<file path="src/rtl/hbp_pkg.sv">
package hbp_pkg;
  localparam int HOST_BYTES = 2;
  localparam int STAT_W     = 16;
  localparam int FLG_RRDY   = 3;
  localparam int FLG_XRDY   = 4;
  localparam int FLG_XUDF   = 10;
  localparam int FLG_ROVR   = 11;
  localparam int FLG_SBD    = 15;
endpackage

</file>
<file path="src/rtl/hbp_lane_swap.sv">
module hbp_lane_swap #(
  parameter int BYTE_W = 8,
  parameter int LANES  = 2
) (
  input  logic                      en,
  input  logic [LANES*BYTE_W-1:0]   din,
  output logic [LANES*BYTE_W-1:0]   dout
);
  for (genvar i = 0; i < LANES; i++) begin : g_lane
    assign dout[i*BYTE_W +: BYTE_W] = en ? din[(LANES-1-i)*BYTE_W +: BYTE_W]
                                         : din[i*BYTE_W +: BYTE_W];
  end
endmodule

</file>
<file path="src/rtl/hbp_buffer.sv">
module hbp_buffer
  import hbp_pkg::*;
#(
  parameter int BYTE_W = 8,
  parameter int NBYTES = 4
) (
  input  logic                          clk,
  input  logic                          rst_n,
  input  logic                          wr_word_en,
  input  logic                          wr_byte_en,
  input  logic [HOST_BYTES*BYTE_W-1:0]  wr_word,
  input  logic [BYTE_W-1:0]             wr_byte,
  input  logic                          rd_en,
  input  logic                          tx_pop,
  input  logic                          rx_push,
  input  logic [BYTE_W-1:0]             rx_byte,
  output logic [HOST_BYTES*BYTE_W-1:0]  head_word,
  output logic [BYTE_W-1:0]             tx_head,
  output logic                          tx_nonempty,
  output logic                          rx_notfull,
  output logic                          wr_ok,
  output logic                          tx_over,
  output logic                          rd_single,
  output logic                          rd_empty,
  output logic                          push_ok,
  output logic                          push_ovf
);
  localparam int BUF_W  = NBYTES * BYTE_W;
  localparam int HOST_W = HOST_BYTES * BYTE_W;
  localparam int CNT_W  = $clog2(NBYTES + 1);
  localparam int LIMIT  = NBYTES - HOST_BYTES;

  logic [BUF_W-1:0] buf_q, buf_d;
  logic [CNT_W-1:0] tx_q, tx_d, rx_q, rx_d;
  logic             word_ok, byte_ok, st_en;

  assign word_ok = wr_word_en && (tx_q <= CNT_W'(LIMIT));
  assign byte_ok = wr_byte_en && (tx_q <= CNT_W'(LIMIT));
  assign st_en   = wr_word_en | wr_byte_en | rd_en | tx_pop | rx_push;

  always_comb begin
    buf_d     = buf_q;
    tx_d      = tx_q;
    rx_d      = rx_q;
    rd_single = 1'b0;
    rd_empty  = 1'b0;
    push_ok   = 1'b0;
    push_ovf  = 1'b0;
    if (word_ok) begin
      buf_d = {buf_q[BUF_W-HOST_W-1:0], wr_word};
      tx_d  = tx_q + CNT_W'(HOST_BYTES);
    end else if (byte_ok) begin
      buf_d = {buf_q[BUF_W-BYTE_W-1:0], wr_byte};
      tx_d  = tx_q + CNT_W'(1);
    end else if (rd_en) begin
      if ((rx_q != '0) && (rx_q < CNT_W'(HOST_BYTES))) begin
        rd_single = 1'b1;
        rx_d      = '0;
      end else if (rx_q >= CNT_W'(HOST_BYTES)) begin
        if (rx_q > CNT_W'(HOST_BYTES)) begin
          buf_d = buf_q >> HOST_W;
        end
        rx_d = rx_q - CNT_W'(HOST_BYTES);
      end
      rd_empty = (rx_d == '0);
    end else begin
      if (tx_pop && (tx_q != '0)) begin
        tx_d = tx_q - CNT_W'(1);
      end
      if (rx_push) begin
        if (rx_q < CNT_W'(NBYTES)) begin
          for (int i = 0; i < NBYTES; i++) begin
            if (rx_q == CNT_W'(i)) begin
              buf_d[i*BYTE_W +: BYTE_W] = rx_byte;
            end
          end
          rx_d    = rx_q + CNT_W'(1);
          push_ok = 1'b1;
        end else begin
          push_ovf = 1'b1;
        end
      end
    end
  end

  always_comb begin
    tx_head = '0;
    for (int i = 0; i < NBYTES; i++) begin
      if (tx_q == CNT_W'(i + 1)) begin
        tx_head = buf_q[i*BYTE_W +: BYTE_W];
      end
    end
  end

  assign head_word   = buf_q[HOST_W-1:0];
  assign tx_nonempty = (tx_q != '0);
  assign rx_notfull  = (rx_q < CNT_W'(NBYTES));
  assign wr_ok       = word_ok | byte_ok;
  assign tx_over     = (tx_d > CNT_W'(LIMIT));

  always_ff @(posedge clk or negedge rst_n) begin
    if (!rst_n) begin
      buf_q <= '0;
      tx_q  <= '0;
      rx_q  <= '0;
    end else if (st_en) begin
      buf_q <= buf_d;
      tx_q  <= tx_d;
      rx_q  <= rx_d;
    end
  end

  AST_TX_CNT_RANGE: assert property (@(posedge clk) disable iff (!rst_n)
    tx_q <= CNT_W'(NBYTES));
  AST_REJECT_HOLDS: assert property (@(posedge clk) disable iff (!rst_n)
    (wr_word_en && tx_q > CNT_W'(LIMIT)) |=> ($stable(tx_q) && $stable(buf_q)));
  AST_RX_TWO_OUT: assert property (@(posedge clk) disable iff (!rst_n)
    (rd_en && rx_q >= CNT_W'(HOST_BYTES)) |=> (rx_q == $past(rx_q) - CNT_W'(HOST_BYTES)));
  AST_PUSH_FULL_KEEPS: assert property (@(posedge clk) disable iff (!rst_n)
    (rx_push && !rd_en && !wr_word_en && !wr_byte_en && rx_q == CNT_W'(NBYTES)) |=> $stable(rx_q));
endmodule

</file>
<file path="src/rtl/hbp_flags.sv">
module hbp_flags
  import hbp_pkg::*;
(
  input  logic              clk,
  input  logic              rst_n,
  input  logic              wr_ok,
  input  logic              tx_over,
  input  logic              rd_en,
  input  logic              rd_single,
  input  logic              rd_empty,
  input  logic              push_ok,
  input  logic              push_ovf,
  input  logic              xrdy_set,
  input  logic              xudf_set,
  input  logic [STAT_W-1:0] clr,
  output logic [STAT_W-1:0] stat
);
  logic rrdy_q, xrdy_q, xudf_q, rovr_q, sbd_q;
  logic rrdy_d, xrdy_d, xudf_d, rovr_d, sbd_d;
  logic unused_clr;

  assign unused_clr = ^clr;

  always_comb begin
    rrdy_d = (rrdy_q & ~clr[FLG_RRDY] & ~rd_empty) | push_ok;
    xrdy_d = (xrdy_q & ~clr[FLG_XRDY] & ~(wr_ok & tx_over)) | xrdy_set;
    xudf_d = (xudf_q & ~clr[FLG_XUDF] & ~wr_ok) | xudf_set;
    rovr_d = (rovr_q & ~clr[FLG_ROVR] & ~rd_en) | push_ovf;
    sbd_d  = (sbd_q & ~clr[FLG_SBD]) | rd_single;
  end

  always_ff @(posedge clk or negedge rst_n) begin
    if (!rst_n) begin
      rrdy_q <= 1'b0;
      xrdy_q <= 1'b0;
      xudf_q <= 1'b0;
      rovr_q <= 1'b0;
      sbd_q  <= 1'b0;
    end else begin
      rrdy_q <= rrdy_d;
      xrdy_q <= xrdy_d;
      xudf_q <= xudf_d;
      rovr_q <= rovr_d;
      sbd_q  <= sbd_d;
    end
  end

  always_comb begin
    stat           = '0;
    stat[FLG_RRDY] = rrdy_q;
    stat[FLG_XRDY] = xrdy_q;
    stat[FLG_XUDF] = xudf_q;
    stat[FLG_ROVR] = rovr_q;
    stat[FLG_SBD]  = sbd_q;
  end

  AST_SBD_ON_SINGLE: assert property (@(posedge clk) disable iff (!rst_n)
    rd_single |=> stat[FLG_SBD]);
  AST_ROVR_READ_CLEARS: assert property (@(posedge clk) disable iff (!rst_n)
    (rd_en && !push_ovf) |=> !stat[FLG_ROVR]);
  AST_XUDF_WRITE_CLEARS: assert property (@(posedge clk) disable iff (!rst_n)
    (wr_ok && !xudf_set) |=> !stat[FLG_XUDF]);
  AST_RRDY_DRAIN_CLEARS: assert property (@(posedge clk) disable iff (!rst_n)
    (rd_empty && !push_ok) |=> !stat[FLG_RRDY]);
endmodule

</file>
<file path="src/rtl/bytepack_data_port.sv">
module bytepack_data_port
  import hbp_pkg::*;
#(
  parameter int BYTE_W = 8,
  parameter int NBYTES = 4
) (
  input  logic                          clk,
  input  logic                          rst_n,
  input  logic                          host_wr16,
  input  logic                          host_wr8,
  input  logic                          host_rd,
  input  logic [HOST_BYTES*BYTE_W-1:0]  host_wdata,
  output logic [HOST_BYTES*BYTE_W-1:0]  host_rdata,
  input  logic                          swap_order,
  input  logic                          master_on,
  input  logic                          xmit_dir,
  input  logic [STAT_W-1:0]             flag_clr,
  output logic [STAT_W-1:0]             status,
  output logic                          eng_tx_avail,
  output logic [BYTE_W-1:0]             eng_tx_byte,
  input  logic                          eng_tx_pop,
  output logic                          eng_rx_space,
  input  logic                          eng_rx_push,
  input  logic [BYTE_W-1:0]             eng_rx_byte,
  input  logic                          eng_xrdy_set,
  input  logic                          eng_xudf_set,
  output logic                          kick,
  output logic                          rx_finish
);
  localparam int HOST_W = HOST_BYTES * BYTE_W;

  logic              host_any, eng_ok;
  logic [HOST_W-1:0] wr_image, head_word;
  logic              tx_nonempty, rx_notfull;
  logic              wr_ok, tx_over, rd_single, rd_empty, push_ok, push_ovf;
  logic              kick_d, fin_d;

  assign host_any = host_wr16 | host_wr8 | host_rd;
  assign eng_ok   = ~host_any;

  hbp_lane_swap #(.BYTE_W(BYTE_W), .LANES(HOST_BYTES)) u_wr_swap (
    .en   (~swap_order),
    .din  (host_wdata),
    .dout (wr_image)
  );

  hbp_lane_swap #(.BYTE_W(BYTE_W), .LANES(HOST_BYTES)) u_rd_swap (
    .en   (swap_order),
    .din  (head_word),
    .dout (host_rdata)
  );

  hbp_buffer #(.BYTE_W(BYTE_W), .NBYTES(NBYTES)) u_buf (
    .clk         (clk),
    .rst_n       (rst_n),
    .wr_word_en  (host_wr16),
    .wr_byte_en  (host_wr8),
    .wr_word     (wr_image),
    .wr_byte     (host_wdata[BYTE_W-1:0]),
    .rd_en       (host_rd),
    .tx_pop      (eng_tx_pop & eng_ok),
    .rx_push     (eng_rx_push & eng_ok),
    .rx_byte     (eng_rx_byte),
    .head_word   (head_word),
    .tx_head     (eng_tx_byte),
    .tx_nonempty (tx_nonempty),
    .rx_notfull  (rx_notfull),
    .wr_ok       (wr_ok),
    .tx_over     (tx_over),
    .rd_single   (rd_single),
    .rd_empty    (rd_empty),
    .push_ok     (push_ok),
    .push_ovf    (push_ovf)
  );

  hbp_flags u_flags (
    .clk       (clk),
    .rst_n     (rst_n),
    .wr_ok     (wr_ok),
    .tx_over   (tx_over),
    .rd_en     (host_rd),
    .rd_single (rd_single),
    .rd_empty  (rd_empty),
    .push_ok   (push_ok),
    .push_ovf  (push_ovf),
    .xrdy_set  (eng_xrdy_set & eng_ok),
    .xudf_set  (eng_xudf_set & eng_ok),
    .clr       (flag_clr),
    .stat      (status)
  );

  assign eng_tx_avail = tx_nonempty & eng_ok;
  assign eng_rx_space = rx_notfull & eng_ok;

  assign kick_d = host_any;
  assign fin_d  = rd_empty & master_on & ~xmit_dir;

  always_ff @(posedge clk or negedge rst_n) begin
    if (!rst_n) begin
      kick      <= 1'b0;
      rx_finish <= 1'b0;
    end else begin
      kick      <= kick_d;
      rx_finish <= fin_d;
    end
  end

  AST_KICK_AFTER_ACCESS: assert property (@(posedge clk) disable iff (!rst_n)
    host_any |=> kick);
  AST_KICK_ONLY_AFTER_ACCESS: assert property (@(posedge clk) disable iff (!rst_n)
    !host_any |=> !kick);
  AST_ONE_HOST_OP: assert property (@(posedge clk) disable iff (!rst_n)
    $onehot0({host_wr16, host_wr8, host_rd}));
  AST_FINISH_NEEDS_READ: assert property (@(posedge clk) disable iff (!rst_n)
    rx_finish |-> $past(host_rd));
endmodule

</file>
<file path="config.mk">
export PLATFORM = sky130hd
export DESIGN_NAME = bytepack_data_port
export DESIGN_NICKNAME = d
export VERILOG_FILES = /design/src/rtl/hbp_pkg.sv /design/src/rtl/hbp_lane_swap.sv /design/src/rtl/hbp_buffer.sv /design/src/rtl/hbp_flags.sv /design/src/rtl/bytepack_data_port.sv
export SDC_FILE = /design/constraint.sdc
export NUM_CORES = 1
export LEC_CHECK = 0
export ABC_AREA = 1
export BUFFER_PORTS_ARGS = -buffer_cell sky130_fd_sc_hd__buf_2
export CELL_PAD_IN_SITES_DETAIL_PLACEMENT = 1
export CELL_PAD_IN_SITES_GLOBAL_PLACEMENT = 1
export CORE_ASPECT_RATIO = 1.75
export CORE_MARGIN = 4
export CORE_UTILIZATION = 38
export CTS_BUF_LIST = sky130_fd_sc_hd__clkbuf_16
export DETAILED_ROUTE_END_ITERATION = 7
export PLACE_DENSITY_LB_ADDON = 0.15
export SETUP_SLACK_MARGIN = 0.05
export SLEW_MARGIN = 5
export SYNTH_ARGS = -nofsm -noshare
export SYNTH_HDL_FRONTEND = slang
export SYNTH_SLANG_ARGS = --single-unit
</file>
<file path="constraint.sdc">
create_clock -name clk -period 2.74 [get_ports clk]
set_input_delay 0 -clock clk [delete_from_list [all_inputs] [get_ports clk]]
set_output_delay 0 -clock clk [all_outputs]
set_load 0.1 [all_outputs]
</file>
==> reports/metrics.csv, run 1 <==
stage;metric;value;unit
run_status;status;finished clean;
sta;period_needed;2.43;ns
placed_design;io_buffers;73;
worst_setup_path;critPathArrivalTime;2.65;ns
min_path;min_path_cells;3;
yosys;synthXorXnorAreaFrac;0.00244;
yosys;synth-seq-cells;45;
yosys;syn_area;3590;um2
worst_setup_path;slowest_delay;0.55;ns
final_layout;area_growth;20.3;%
grt;grt_pass1_vias;4086;
sta;final.setup_skew;0.0102;ns
worst_setup_path;worstPathMaxFanout;10;
clock_tree;max-clock-path-buffers;2;
final_layout;drive_gt1_frac;0.209;
final_layout;nFillCells;1205;
detailed_routing;drc;0;
worst_setup_path;worstRegToRegCells;12;
yosys;yosys.area_share.simple;0.209;
grt;grt_use_total;0.230;
detailed_routing;ant_nets;0;
worst_setup_path;cpMaxStageDelayCell;dlygate4sd3_1;
worst_setup_path;critical_path_class;reg2reg;
detailed_routing;dr_total_vias;3807;
sta;finalHoldViolCount;0;
sta;fin_crit_sh;0.885;
detailed_routing;vias_per_cell;5.45;
yosys;synth-adder-area-share;0.0453;
sta;drv_slew;0;
sta;whs;0.0304;ns
yosys;muxShareOfSynthArea;0;
yosys;synth_compound_area_frac;0.294;
worst_setup_path;critPathRequiredTime;2.97;ns
worst_setup_path;rr_startpoint;u_buf.tx_q[0];
yosys;ys_types;40;
clock_tree;cts.clk_slew.worst_paths;0.06;ns
clock_tree;root_buffer;clkbuf_16;
final_layout;antenna_cells;0;
min_path;holdCritPathClass;in2reg;
detailed_routing;wirelength;12.1;mm
floorplan;die_x;81.5;um
clock_tree;cts.sinks;45;
clock_tree;numCtsBuffers;5;
worst_setup_path;cp_cell_sequence;inv_1 -> ha_1 -> nand2_8 -> nand2_2 -> nand2_4 -> inv_4 -> nor2_8 -> nand2_1 -> nor2_1 -> nand2_1 -> nor2_1 -> dlygate4sd3_1;
floorplan;dieArea;11100;um2
detailed_routing;drt-wirelength-per-cell;17.3;um
clock_tree;post-cts-setup-buffers;0;
worst_setup_path;cp-startpoint;u_buf.tx_q[0];
yosys;synth_edf_count;0;
job;max_cap_violations;0;
grt;grt_max_degree;49;
placed_design;gp_congestion;0.824;
placed_design;dp.final_hpwl;8.80;mm
worst_setup_path;crit_path_end_kind;flip-flop;
sta;worst_pin_slew;0.628;ns
min_path;hp-start;host_wr16;
sta;fmax;412;MHz
floorplan;start_util;0.392;
grt;grt_pass1_wl;19.8;mm
sta;relSlewSlack;0.581;
clock_tree;cts_tree;built;
yosys;async_flop_share;1.00;
final_layout;multiInputGateArea;2020;um2
yosys;yosys_warnings;0;
grt;antenna_found_initial;0;
worst_setup_path;crit_path_start_kind;flip-flop;
sta;setup_viol;0;
sta;rsz0062_at_grt;false;
yosys;syn_inst;504;
detailed_routing;drt_iter0_markers;184;
yosys;synth_top_family_by_area;compound AO/OA/AOI/OAI gates;
final_layout;final_nets;642;
final_layout;seq_area;1130;um2
yosys;ys_seq_area_frac;0.314;
floorplan;rows;46;
clock_tree;insertion_delay;0.30;ns
grt;overflow;0;
sta;fin_tns_setup;0;ns
detailed_routing;firstDrtPassIters;4;
floorplan;die_height;137;um
floorplan;io-pin-count;96;
clock_tree;htree_levels;2;
floorplan;core;9150;um2
yosys;avgSynthCellArea;7.12;um2
yosys;ys.flop_type;dfrtp_1;
logic make-up (layout without fill, tap and decap cells):
kind of cell / count (synthesis) / count (layout)
and+or+nand+nor: 179 / 179
AOI/OAI and AO/OA: 162 / 162
buffers and inverters: 103 / 167
DFF: 45 / 45
adders and majority gates: 13 / 13
other: 1 / 11
xor gates and xnor gates: 1 / 1
synth_stat cells (13+ instances only):
cell      number  area [um2]
inv_1         57         214
clkbuf_1      18        67.6
ha_1          13         163
dfrtp_1       45        1130
o21ai_1       24         120
a31oi_1       18         113
nor2_1        26        97.6
o21ai_0       52         260
buf_4         17         128
nand2_1      132         495
a22oi_1       26         195
sequential cells by signal (all words and copies together), names as in the netlist:
register        cells
kick                1
rx_finish           1
u_buf.buf_q        32
u_buf.rx_q          3
u_buf.tx_q          3
u_flags.rovr_q      1
u_flags.rrdy_q      1
u_flags.sbd_q       1
u_flags.xrdy_q      1
u_flags.xudf_q      1
placed cells by master, fill, tap and decap left out, types with 2 or more instances in the layout:
cell type / synthesis / layout
nand2_1: 132 / 132
buf_2: 1 / 73
inv_1: 57 / 57
o21ai_0: 52 / 52
dfrtp_1: 45 / 45
nor2_1: 26 / 26
a22oi_1: 26 / 26
o21ai_1: 24 / 24
a31oi_1: 18 / 18
ha_1: 13 / 13
conb_1: 1 / 11
buf_4: 17 / 10
dlygate4sd3_1: 0 / 9
nor4_1: 8 / 8
o311ai_0: 8 / 8
o21ai_2: 8 / 8
a32oi_1: 7 / 7
a21oi_1: 6 / 6
buf_12: 0 / 6
nand3_1: 5 / 5
clkbuf_16: 0 / 5
inv_2: 3 / 3
a21oi_2: 3 / 3
nand2_2: 2 / 2
o22ai_1: 2 / 2
o31ai_1: 2 / 2
through the flow:
stage / std cells / setup slack [ns] / utilization / cell area [um2]
2_1_floorplan: 514 / -0.372 / - / 3630
3_3_place_gp: 681 / 0.586 / 0.447 / 4090
3_5_place_dp: 681 / 0.521 / 0.447 / 4090
4_1_cts: 698 / 0.298 / 0.472 / 4320
5_1_grt: 698 / 0.129 / 0.472 / 4320
6_report: 698 / 0.314 / 0.472 / 4320
metal layers:
layer,global-route usage,up-vias,routed length (um)
li1,-,1828,-
met1,0.245,1840,4480
met2,0.441,111,6680
met3,0.0310,28,585
met4,0.0865,0,352
met5,0,-,0
repair_timing:
action,CTS,global route
endpoints found under the setup margin,0,0
endpoints found under the hold margin,51,0
hold buffers,9,0
resized for setup,0,0
final timing paths:
| kind | endpoint | slack (ns) |
|---|---|---|
| max in group asynchronous | u_buf.buf_q[0] | 1.95 |
| setup / recovery | rx_finish | 0.31 |
| hold reg to reg | u_buf.buf_q[31] | 0.54 |
| setup reg to reg | rx_finish | 0.31 |
| min in group asynchronous | u_buf.buf_q[6] | 0.36 |
| hold / removal | kick | 0.03 |
worst max-delay path, delay by kind of cell, from the launching register on:
family | cells | cell delay, ns
DFF | 1 | 0.41
and+or+nand+nor | 8 | 0.91
buffers and inverters | 3 | 0.75
adders and majority gates | 1 | 0.30
area by class of cell:
cell class                      count  share of cell area
Clock inverter                      3             0.00406
Inverter                           61              0.0536
Clock buffer                        5              0.0290
Multi-Input combinational cell    366               0.467
Tap cell                          120              0.0348
Sequential cell                    45               0.261
Timing Repair Buffer               98               0.151
Power of run 1 is not shown: default switching activity piles up to over one toggle a cycle in this logic, so the estimate is an artifact.
==> run 2: changes to the inputs <==
--- a/config.mk
+++ b/config.mk
@@ -10,7 +10,7 @@
 export CELL_PAD_IN_SITES_DETAIL_PLACEMENT = 1
 export CELL_PAD_IN_SITES_GLOBAL_PLACEMENT = 1
 export CORE_ASPECT_RATIO = 1.75
-export CORE_MARGIN = 4
+export CORE_MARGIN = 2
 export CORE_UTILIZATION = 38
 export CTS_BUF_LIST = sky130_fd_sc_hd__clkbuf_16
 export DETAILED_ROUTE_END_ITERATION = 7
==> reports/metrics.csv, run 2 (synthesis results as in run 1) <==
stage;metric;value;unit
sta;setup_viol;0;
final_layout;regMostFlops;u_buf.buf_q;
worst_setup_path;crit_path_start_kind;flip-flop;
sta;final.setup_skew;0.00506;ns
worst_setup_path;crit_path_end_kind;flip-flop;
floorplan;start_util;0.384;
detailed_routing;dr_total_vias;3810;
detailed_routing;wirelength;12.0;mm
detailed_routing;drt-wirelength-per-cell;17.1;um
sta;fin_crit_sh;0.903;
grt;grt_use_total;0.242;
floorplan;core;9350;um2
clock_tree;post-cts-setup-buffers;0;
grt;grt_pass1_wl;19.9;mm
final_layout;drive_gt1_frac;0.212;
sta;fmax;404;MHz
sta;relSlewSlack;0.285;
sta;fin_tns_setup;0;ns
worst_setup_path;critPathRequiredTime;2.96;ns
final_layout;antenna_cells;0;
sta;drv_slew;0;
worst_setup_path;critical_path_class;reg2reg;
detailed_routing;vias_per_cell;5.44;
sta;rsz0062_at_grt;true;
final_layout;area_growth;20.2;%
grt;grt_pass1_vias;4141;
placed_design;pre_cts_ws;0.267;ns
final_layout;mostFrequentLayoutCells;nand2_1, buf_2, inv_1;
detailed_routing;ant_nets;0;
clock_tree;max-clock-path-buffers;2;
min_path;holdCritPathClass;in2reg;
clock_tree;root_buffer;clkbuf_16;
worst_setup_path;worstPathMaxFanout;16;
sta;worst_pin_slew;1.07;ns
grt;antenna_found_initial;0;
clock_tree;cts_tree;built;
floorplan;rows;47;
sta;finalHoldViolCount;0;
detailed_routing;drc;0;
grt;overflow;0;
sta;worst_slack;0.265;ns
worst_setup_path;critPathArrivalTime;2.69;ns
final_layout;final_nets;643;
detailed_routing;drt_iter0_markers;151;
floorplan;dieArea;10300;um2
clock_tree;cts.sinks;45;
floorplan;io-pin-count;96;
placed_design;dp.final_hpwl;8.60;mm
run_status;status;finished clean;
placed_design;io_buffers;73;
detailed_routing;firstDrtPassIters;4;
placed_design;gp_congestion;0.814;
clock_tree;htree_levels;2;
clock_tree;insertion_delay;0.29;ns
final_layout;largest_reg_flops;32;
final_layout;final_common_cell;nand2_1;
floorplan;die_x;77.5;um
floorplan;die_height;133;um
sta;period_needed;2.48;ns
clock_tree;cts.clk_slew.worst_paths;0.06;ns
clock_tree;numCtsBuffers;5;
grt;grt_max_degree;49;
final_layout;reg_top3;u_buf.buf_q: 32 flops, u_buf.rx_q: 3 flops, u_buf.tx_q: 3 flops;
job;max_cap_violations;0;
[run 2: changes by cell type in the layout (fill, tap and decap cells not counted), sizes merged]
cell / previous run / this run
clkinv: 3 / 1
buf: 89 / 90
bufinv: 0 / 2
[run 2: layout make-up]
cell class	count	area [um2]
clock buffers	5	125
clock inverters	3	65.1
fillers	1239	5030
inverters	61	231
multi-input cells	366	2020
flip-flops and latches	45	1130
well taps	122	153
repair buffers	99	599
[run 2: final timing paths]
kind                                 from         endpoint  slack, ns  cells after the start
min in group asynchronous           rst_n   u_buf.buf_q[6]       0.26                      2
setup reg to reg            u_buf.tx_q[0]  u_buf.buf_q[28]       0.26                     10
max in group asynchronous           rst_n   u_buf.buf_q[9]       1.72                      3
hold reg to reg            u_flags.rovr_q   u_flags.rovr_q       0.54                      2
setup / recovery            u_buf.tx_q[0]  u_buf.buf_q[28]       0.26                     10
hold / removal                  host_wr16             kick       0.03                      3
[run 2: timing repair]
item	CTS	global route
endpoints found under the hold margin	30	0
endpoints found under the setup margin	0	1
hold buffers	9	0
resized for setup	0	1
[run 2: worst max-delay path, cell delays in order (launching register included)]
cell and delay (ns):
dfrtp_1 0.42, inv_1 0.14, ha_1 0.30, nand2_8 0.08, a21boi_4 0.22, nor2_8 0.07
inv_2 0.08, a21oi_4 0.04, a21oi_2 0.78, nand2_1 0.15, o21ai_2 0.10
[run 2: layer usage]
metal	share of wire	GRT usage	up-vias
met4	0.031	0.103	0
met2	0.55	0.459	93
met5	0	0	-
li1	-	-	1831
met3	0.028	0.0293	28
met1	0.39	0.265	1858
[run 2: per-stage QoR]
| step | util | cells | hold WS, ns | cell area [um2] |
|---|---|---|---|---|
| after CTS | 0.461 | 701 | 0.0297 | 4310 |
| final | 0.462 | 701 | 0.0340 | 4320 |
| after global placement | 0.431 | 684 | 0.0523 | 4030 |
| after global routing | 0.462 | 701 | 0.0634 | 4320 |
| after detailed placement | 0.431 | 684 | 0.0551 | 4030 |
| after floorplan | - | 514 | -0.296 | 3630 |
Power of run 2 is left out for the same reason.
==> run 3: changes to the inputs <==
--- a/config.mk
+++ b/config.mk
@@ -14,6 +14,7 @@
 export CORE_UTILIZATION = 38
 export CTS_BUF_LIST = sky130_fd_sc_hd__clkbuf_16
 export DETAILED_ROUTE_END_ITERATION = 7
+export HOLD_SLACK_MARGIN = 0.12
 export PLACE_DENSITY_LB_ADDON = 0.15
 export SETUP_SLACK_MARGIN = 0.05
 export SLEW_MARGIN = 5
==> reports/metrics.csv, run 3 (synthesis results as in run 1) <==
stage;metric;value;unit
run_status;status;finished clean;
final_layout;largest_reg_flops;32;
final_layout;final_nets;653;
sta;period_needed;2.48;ns
floorplan;core;9350;um2
worst_setup_path;crit_path_end_kind;flip-flop;
detailed_routing;wirelength;12.1;mm
min_path;min_path_cells;5;
sta;setup_viol;0;
worst_setup_path;worstRegToRegCells;10;
placed_design;io_buffers;73;
final_layout;antenna_cells;0;
final_layout;drive_gt1_frac;0.209;
floorplan;io-pin-count;96;
worst_setup_path;reg2reg_to;u_buf.buf_q[28];
worst_setup_path;critPathArrivalTime;2.69;ns
clock_tree;max-clock-path-buffers;2;
sta;final.setup_skew;0.00539;ns
worst_setup_path;rr_startpoint;u_buf.tx_q[0];
grt;grt_use_total;0.244;
job;max_cap_violations;0;
worst_setup_path;critPathRequiredTime;2.96;ns
detailed_routing;drc;0;
sta;rsz0062_at_grt;true;
sta;fin_tns_setup;0;ns
detailed_routing;drt_iter0_markers;163;
final_layout;area_growth;23.0;%
grt;grt_max_degree;49;
clock_tree;post-cts-setup-buffers;0;
detailed_routing;firstDrtPassIters;4;
clock_tree;insertion_delay;0.29;ns
grt;grt_pass1_vias;4195;
clock_tree;htree_levels;2;
floorplan;rows;47;
clock_tree;cts.sinks;45;
detailed_routing;ant_nets;0;
final_layout;final_common_cell;nand2_1;
sta;finalHoldViolCount;0;
worst_setup_path;r2r_slack;0.26;ns
worst_setup_path;worstPathMaxFanout;16;
final_layout;reg_top3;u_buf.buf_q: 32 flops, u_buf.rx_q: 3 flops, u_buf.tx_q: 3 flops;
clock_tree;root_buffer;clkbuf_16;
final_layout;mostFrequentLayoutCells;nand2_1, buf_2, inv_1;
min_path;whs_endpoint;u_buf.buf_q[7];
sta;worst_pin_slew;1.07;ns
sta;relSlewSlack;0.286;
sta;fin_crit_sh;0.905;
placed_design;dp.final_hpwl;8.60;mm
floorplan;die_height;133;um
clock_tree;cts_tree;built;
detailed_routing;vias_per_cell;5.44;
min_path;holdCritPathClass;in2reg;
sta;fmax;403;MHz
min_path;hp-start;host_wdata[7];
grt;antenna_found_initial;0;
grt;overflow;0;
grt;grt_pass1_wl;20.1;mm
floorplan;dieArea;10300;um2
final_layout;nFillCells;1229;
final_layout;regMostFlops;u_buf.buf_q;
detailed_routing;drt-wirelength-per-cell;17.0;um
worst_setup_path;critical_path_class;reg2reg;
clock_tree;numCtsBuffers;5;
sta;drv_slew;0;
worst_setup_path;crit_path_start_kind;flip-flop;
detailed_routing;dr_total_vias;3871;
floorplan;start_util;0.384;
placed_design;gp_congestion;0.814;
clock_tree;cts.clk_slew.worst_paths;0.06;ns
floorplan;die_x;77.5;um
## run 3: routing by layer
metal,GRT usage,part of all wire,vias up
met4,0.108,0.034,0
met2,0.462,0.54,109
li1,-,-,1855
met5,0,0,-
met1,0.266,0.39,1874
met3,0.0300,0.032,33
## run 3: cell type report
cell class	count	area [um2]	share of cell area
well taps	122	153	0.0346
repair buffers	109	699	0.158
clock inverters	3	65.1	0.0147
clock buffers	5	125	0.0283
multi-input cells	366	2020	0.457
flip-flops and latches	45	1130	0.255
inverters	61	231	0.0524
## run 3: what timing repair did
action                                 in CTS  in global routing
hold buffers                               19                  0
endpoints found under the hold margin      35                  0
gates resized for setup                     0                  1
setup endpoints to repair                   0                  1
## run 3: critical path, stage by stage, from the launching register on
cell      delay [ns]
dfrtp_1         0.42
inv_1           0.14
ha_1            0.30
nand2_8         0.08
a21boi_4        0.22
nor2_8          0.07
inv_2           0.08
a21oi_4         0.04
a21oi_2         0.78
nand2_1         0.15
o21ai_2         0.10
## run 3: how the worst max path moves through the flow
stage,startpoint,to,slack (ns),cells past startpoint
2_1_floorplan,u_buf.tx_q[2],eng_tx_byte[0],-0.37,4
3_3_place_gp,u_buf.tx_q[0],u_buf.buf_q[31],0.33,10
3_5_place_dp,u_buf.tx_q[0],u_buf.buf_q[15],0.27,10
4_1_cts,u_buf.tx_q[0],u_buf.buf_q[15],0.24,10
5_1_grt,u_buf.tx_q[0],u_buf.buf_q[27],0.05,10
6_report,u_buf.tx_q[0],u_buf.buf_q[28],0.26,10
## run 3: metrics by stage
step           cell area [um2]  utilization  worst slack [ns]  instances  hold slack [ns]
5_1_grt                   4420        0.473            0.0497        711            0.181
2_1_floorplan             3630            -            -0.372        514           -0.296
3_5_place_dp              4030        0.431             0.267        684           0.0551
4_1_cts                   4410        0.472             0.243        711            0.125
6_report                  4420        0.473             0.261        711            0.123
3_3_place_gp              4030        0.431             0.333        684           0.0523
Power of run 3 is left out for the same reason.
